## config.mk

```make
export PLATFORM = sky130hd
export DESIGN_NAME = pwm_deadband_gen
export DESIGN_NICKNAME = d
export VERILOG_FILES = /design/src/rtl/pwm_db_pkg.sv /design/src/rtl/pwm_db_enable.sv /design/src/rtl/pwm_db_shadow.sv /design/src/rtl/pwm_db_side.sv /design/src/rtl/pwm_deadband_gen.sv
export SDC_FILE = /design/constraint.sdc
export NUM_CORES = 1
export LEC_CHECK = 0
export BUFFER_PORTS_ARGS = -buffer_cell sky130_fd_sc_hd__buf_4
export CAP_MARGIN = 0
export CORE_MARGIN = 3
export CORE_UTILIZATION = 45
export CTS_BUF_LIST = sky130_fd_sc_hd__clkbuf_8
export DETAILED_ROUTE_END_ITERATION = 10
export PLACE_DENSITY = 0.66
export REMOVE_ABC_BUFFERS = 1
export SYNTH_ARGS = -nofsm -noshare
export SYNTH_HDL_FRONTEND = slang
export SYNTH_SLANG_ARGS = --single-unit
```

## constraint.sdc

```tcl
create_clock -name clk -period 4.6 [get_ports clk]
set_input_delay 0.23 -clock clk [delete_from_list [all_inputs] [get_ports clk]]
set_output_delay 0.23 -clock clk [all_outputs]
set_load 0.02 [all_outputs]
```

## src/rtl/pwm_db_pkg.sv

```systemverilog
package pwm_db_pkg;

    typedef enum logic {
        SIDE_HI = 1'b0,
        SIDE_LO = 1'b1
    } side_e;

    typedef struct packed {
        logic on;
        logic armed;
    } drive_st_t;

    function automatic logic side_want(side_e s, logic cmp);
        return (s == SIDE_HI) ? cmp : ~cmp;
    endfunction

endpackage

```

## src/rtl/pwm_db_enable.sv

```systemverilog
module pwm_db_enable (
    input  logic clk,
    input  logic rst,
    input  logic chan_en,
    input  logic wr,
    input  logic wdata,
    output logic db_on
);
    always_ff @(posedge clk) begin
        if (rst) begin
            db_on <= 1'b0;
        end else if (wr && !chan_en) begin
            db_on <= wdata;
        end
    end
endmodule

```

## src/rtl/pwm_db_shadow.sv

```systemverilog
module pwm_db_shadow #(
    parameter int DT_W = 8
) (
    input  logic            clk,
    input  logic            rst,
    input  logic            upd_wr,
    input  logic [DT_W-1:0] upd_hi,
    input  logic [DT_W-1:0] upd_lo,
    input  logic            period_end,
    output logic [DT_W-1:0] work_hi,
    output logic [DT_W-1:0] work_lo
);
    logic [DT_W-1:0] stage_hi;
    logic [DT_W-1:0] stage_lo;

    always_ff @(posedge clk) begin
        if (rst) begin
            stage_hi <= '0;
            stage_lo <= '0;
        end else if (upd_wr) begin
            stage_hi <= upd_hi;
            stage_lo <= upd_lo;
        end
    end

    always_ff @(posedge clk) begin
        if (rst) begin
            work_hi <= '0;
            work_lo <= '0;
        end else if (period_end) begin
            work_hi <= stage_hi;
            work_lo <= stage_lo;
        end
    end
endmodule

```

## src/rtl/pwm_db_side.sv

```systemverilog
module pwm_db_side
    import pwm_db_pkg::*;
#(
    parameter int    DT_W = 8,
    parameter side_e SIDE = SIDE_HI
) (
    input  logic            clk,
    input  logic            rst,
    input  logic            tick,
    input  logic            db_on,
    input  logic            cmp_in,
    input  logic [DT_W-1:0] dt_val,
    output logic            drive,
    output logic            armed
);
    drive_st_t       st;
    logic [DT_W-1:0] cnt;
    logic [DT_W:0]   cnt_inc;
    logic            want;
    logic            expired;

    always_comb begin
        want    = side_want(SIDE, cmp_in);
        cnt_inc = {1'b0, cnt} + {{DT_W{1'b0}}, 1'b1};
        expired = (cnt_inc >= {1'b0, dt_val});
    end

    always_ff @(posedge clk) begin
        if (rst) begin
            st  <= '0;
            cnt <= '0;
        end else if (!db_on) begin
            st.on    <= want;
            st.armed <= 1'b0;
            cnt      <= '0;
        end else if (!want) begin
            st  <= '0;
            cnt <= '0;
        end else if (st.on) begin
            st.armed <= 1'b0;
        end else if (!st.armed) begin
            cnt <= '0;
            if (dt_val == '0) begin
                st.on <= 1'b1;
            end else begin
                st.armed <= 1'b1;
            end
        end else if (tick) begin
            if (expired) begin
                st.on    <= 1'b1;
                st.armed <= 1'b0;
                cnt      <= '0;
            end else begin
                cnt <= cnt_inc[DT_W-1:0];
            end
        end
    end

    assign drive = st.on;
    assign armed = st.armed;
endmodule

```

## src/rtl/pwm_deadband_gen.sv

```systemverilog
module pwm_deadband_gen
    import pwm_db_pkg::*;
#(
    parameter int DT_W = 8
) (
    input  logic            clk,
    input  logic            rst,
    input  logic            tick,
    input  logic            chan_en,
    input  logic            cmp_in,
    input  logic            period_end,
    input  logic            en_wr,
    input  logic            en_wdata,
    input  logic            upd_wr,
    input  logic [DT_W-1:0] upd_hi,
    input  logic [DT_W-1:0] upd_lo,
    input  logic            inv_hi,
    input  logic            inv_lo,
    output logic            out_hi,
    output logic            out_lo
);
    localparam int NSIDE = 2;

    logic            db_on;
    logic [DT_W-1:0] work [NSIDE];
    logic [NSIDE-1:0] raw;
    logic [NSIDE-1:0] pend;
    logic [NSIDE-1:0] inv;

    assign inv = {inv_lo, inv_hi};

    pwm_db_enable u_en (
        .clk     (clk),
        .rst     (rst),
        .chan_en (chan_en),
        .wr      (en_wr),
        .wdata   (en_wdata),
        .db_on   (db_on)
    );

    pwm_db_shadow #(.DT_W(DT_W)) u_shadow (
        .clk        (clk),
        .rst        (rst),
        .upd_wr     (upd_wr),
        .upd_hi     (upd_hi),
        .upd_lo     (upd_lo),
        .period_end (period_end),
        .work_hi    (work[0]),
        .work_lo    (work[1])
    );

    for (genvar i = 0; i < NSIDE; i++) begin : g_side
        pwm_db_side #(
            .DT_W (DT_W),
            .SIDE ((i == 0) ? SIDE_HI : SIDE_LO)
        ) u_side (
            .clk    (clk),
            .rst    (rst),
            .tick   (tick),
            .db_on  (db_on),
            .cmp_in (cmp_in),
            .dt_val (work[i]),
            .drive  (raw[i]),
            .armed  (pend[i])
        );
    end

    assign out_hi = raw[0] ^ inv[0];
    assign out_lo = raw[1] ^ inv[1];
endmodule

```

==> flow_summary.ini <==
[critical_path]
cp-start-kind = flop
reg2reg_from = g_side[1].u_side.cnt[0]
reg2reg_setup_slack_ns = 1.80
crit_fanout = 11
crit_start = g_side[1].u_side.cnt[0]
critPathRequiredTime_ns = 4.78
worstSetupPathType = reg -> reg
rr_worst_depth = 10
r2r-end = g_side[1].u_side.drive
crit_arrival_ns = 2.99
end_kind = flop

[clocking]
numCtsBuffers = 5
cts-resized-gates = 0
clock_sinks = 53
postCtsHoldBufs = 0
htreeDepth = 2
postCtsSetupRepairBufs = 0
insertion_delay_ns = 0.30
cts_max_path_buffers = 2
clockRootBuffer = clkbuf_8
clk_pin_slew_ns = 0.10
cts_tree = done

[hold_path]
whs_endpoint = u_shadow.stage_hi[4]
min_from = upd_hi[4]
whs_path_depth = 3
hold_path.class = in -> reg

[placed_design]
post_dp_cell_area_um2 = 2850
dp_slack_ns = 1.84
port_buffers = 28
place_congestion = 0.738
dp_hpwl_um = 3490

[drt]
drt.antenna.violating_nets = 0
avgRoutedWirePerCell_um = 13.1
via_per_inst = 5.19
finalWirelength_um = 4830
firstDrtPassIters = 4
drc = 0
vias = 1921
drtIter0Drc = 87

[grt]
grt_use_met3 = 0.0325
overflow = 0
grt_use_total = 0.158
antenna_found_initial = 0
grt_pass1_wl_um = 8250
use_met2 = 0.224
met1_usage = 0.240
grt-busiest-layer = met1
grt_start_max_net_pins = 37
grt_pass1_vias = 1776

[final_layout]
multi_input_area_um2 = 1420
nFillCells = 520
nets = 342
diodes = 0
seqCellArea_um2 = 1060
final_cell_area_um2 = 2950
syn2layout_area_growth_pct = 13.2
layout-drive-gt1-share = 0.148
layout_commonest_cell = dfxtp_1
layout_common_cells = dfxtp_1 (53), nor2_1 (38), mux2i_1 (34), buf_4 (28)

[synth]
synth_top_area_cell = dfxtp_1
ys_ff_latch = 53
synth_edf_count = 0
seq_area_frac_synth = 0.407
postSynthAreaPerCell_um2 = 9.59
synth_top_area_frac = 0.407
ys.flop_type = dfxtp_1
netlist_instances = 272
ys_types = 41
ys_top_cells_by_area = dfxtp_1 (41%), mux2i_1 (13%), ha_1 (8.6%), nor2_1 (5.5%), xnor2_1 (3.0%)
async_reset_ff_frac = 0
syn-cell-area_um2 = 2610
ys_warn_count = 0

[job]
cap_violations = 0

[timing]
tightest_slew_ns = 0.544
worst_slack_ns = 1.80
slew_viol_final = 0
hold_viol_final = 0
holdWs_ns = 0.150
fin_crit_ns = 2.80
max_freq_mhz = 357
setup_tns_ns = 0
finClkSkew_ns = 0.00325
post-route-period-util = 0.610
slew-limit-headroom = 0.637
finalSetupViolCount = 0
rsz0062_at_grt = no

[die]
die_h_um = 82.1
ioPinCount = 29
fp.coreArea_um2 = 5570
rows = 27
start_util = 0.468
die_area_um2 = 6740
die_x_um = 82.1

[power]
leakagePower_nw = 1.33
total_power_mw = 0.854
power.density_nw_per_um2 = 289
ir_drop_uv = 174

[status]
outcome = finished, final reports clean
-- Yosys cell counts, types with 3 or more instances --
| cell type | n |
|---|---|
| a31oi_1 | 7 |
| xor2_1 | 3 |
| mux2i_1 | 34 |
| and3_1 | 7 |
| a21o_1 | 7 |
| xnor2_1 | 9 |
| ha_1 | 18 |
| a32o_1 | 5 |
| o21ai_0 | 3 |
| nor2_1 | 38 |
| nand3_1 | 8 |
| nand2b_1 | 6 |
| nand2_1 | 12 |
| buf_2 | 5 |
| a21oi_1 | 4 |
| a22o_1 | 6 |
| inv_1 | 18 |
| dfxtp_1 | 53 |
-- layer usage --
| layer | part of all wire | wire [µm] |
|---|---|---|
| met1 | 0.54 | 2620 |
| met3 | 0.026 | 124 |
| met5 | 0 | 0 |
| met4 | 0.011 | 51 |
| met2 | 0.42 | 2030 |
-- power breakdown --
group	switching, mW	total (mW)	internal, mW
clock	0.160	0.286	0.125
combinational	0.0435	0.0850	0.0415
sequential	0.0102	0.484	0.473
total	0.214	0.854	0.640
-- final cells by class --
class	count	area share
clock buffer	6	0.0280
clock inverter	2	0.00593
inverter	18	0.0229
multi-input combinational	191	0.482
sequential	53	0.359
tap	72	0.0305
timing repair buffer	28	0.0712
-- sequential cells by signal, indices dropped and copies added (netlist names) --
register / count
u_shadow.stage_lo: 8
g_side.u_side.cnt: 16
u_shadow.work_lo: 8
u_en.db_on: 1
g_side.u_side.drive: 2
u_shadow.work_hi: 8
u_shadow.stage_hi: 8
g_side.u_side.armed: 2
-- worst max-delay path by stage --
stage          slack (ns)                endpoint
2_1_floorplan        2.13  g_side[1].u_side.drive
3_3_place_gp         1.90  g_side[1].u_side.drive
3_5_place_dp         1.84  g_side[1].u_side.drive
4_1_cts              1.82  g_side[1].u_side.drive
5_1_grt              1.60  g_side[1].u_side.drive
6_report             1.80  g_side[1].u_side.drive
-- kinds of logic (layout without fill, tap and decap cells) --
kind of cell / count (synthesis) / count (layout) / share of synthesized area
adders and majority gates: 18 / 18 / 0.0864
and+or+nand+nor: 85 / 85 / 0.165
xor gates and xnor gates: 12 / 12 / 0.0403
buffers and inverters: 28 / 54 / 0.0470
DFF: 53 / 53 / 0.407
muxes: 35 / 35 / 0.135
AOI/OAI and AO/OA: 41 / 41 / 0.119
-- worst max-delay path: stages, from the launching register on --
cell and delay, ns:
dfxtp_1 0.42, ha_1 0.27, and3_1 0.23, nand3_1 0.11, xnor2_1 0.21, ha_1 0.28, and3_4 0.18, a22o_1 0.23
a41oi_2 0.46, a21o_2 0.22, a21boi_0 0.07
-- metrics by stage --
stage / cells / utilization
after floorplan: 262 / -
after global placement: 362 / 0.512
final: 370 / 0.530
after CTS: 370 / 0.530
after global routing: 370 / 0.530
after detailed placement: 362 / 0.512
Power figures use the tool's default switching activity.
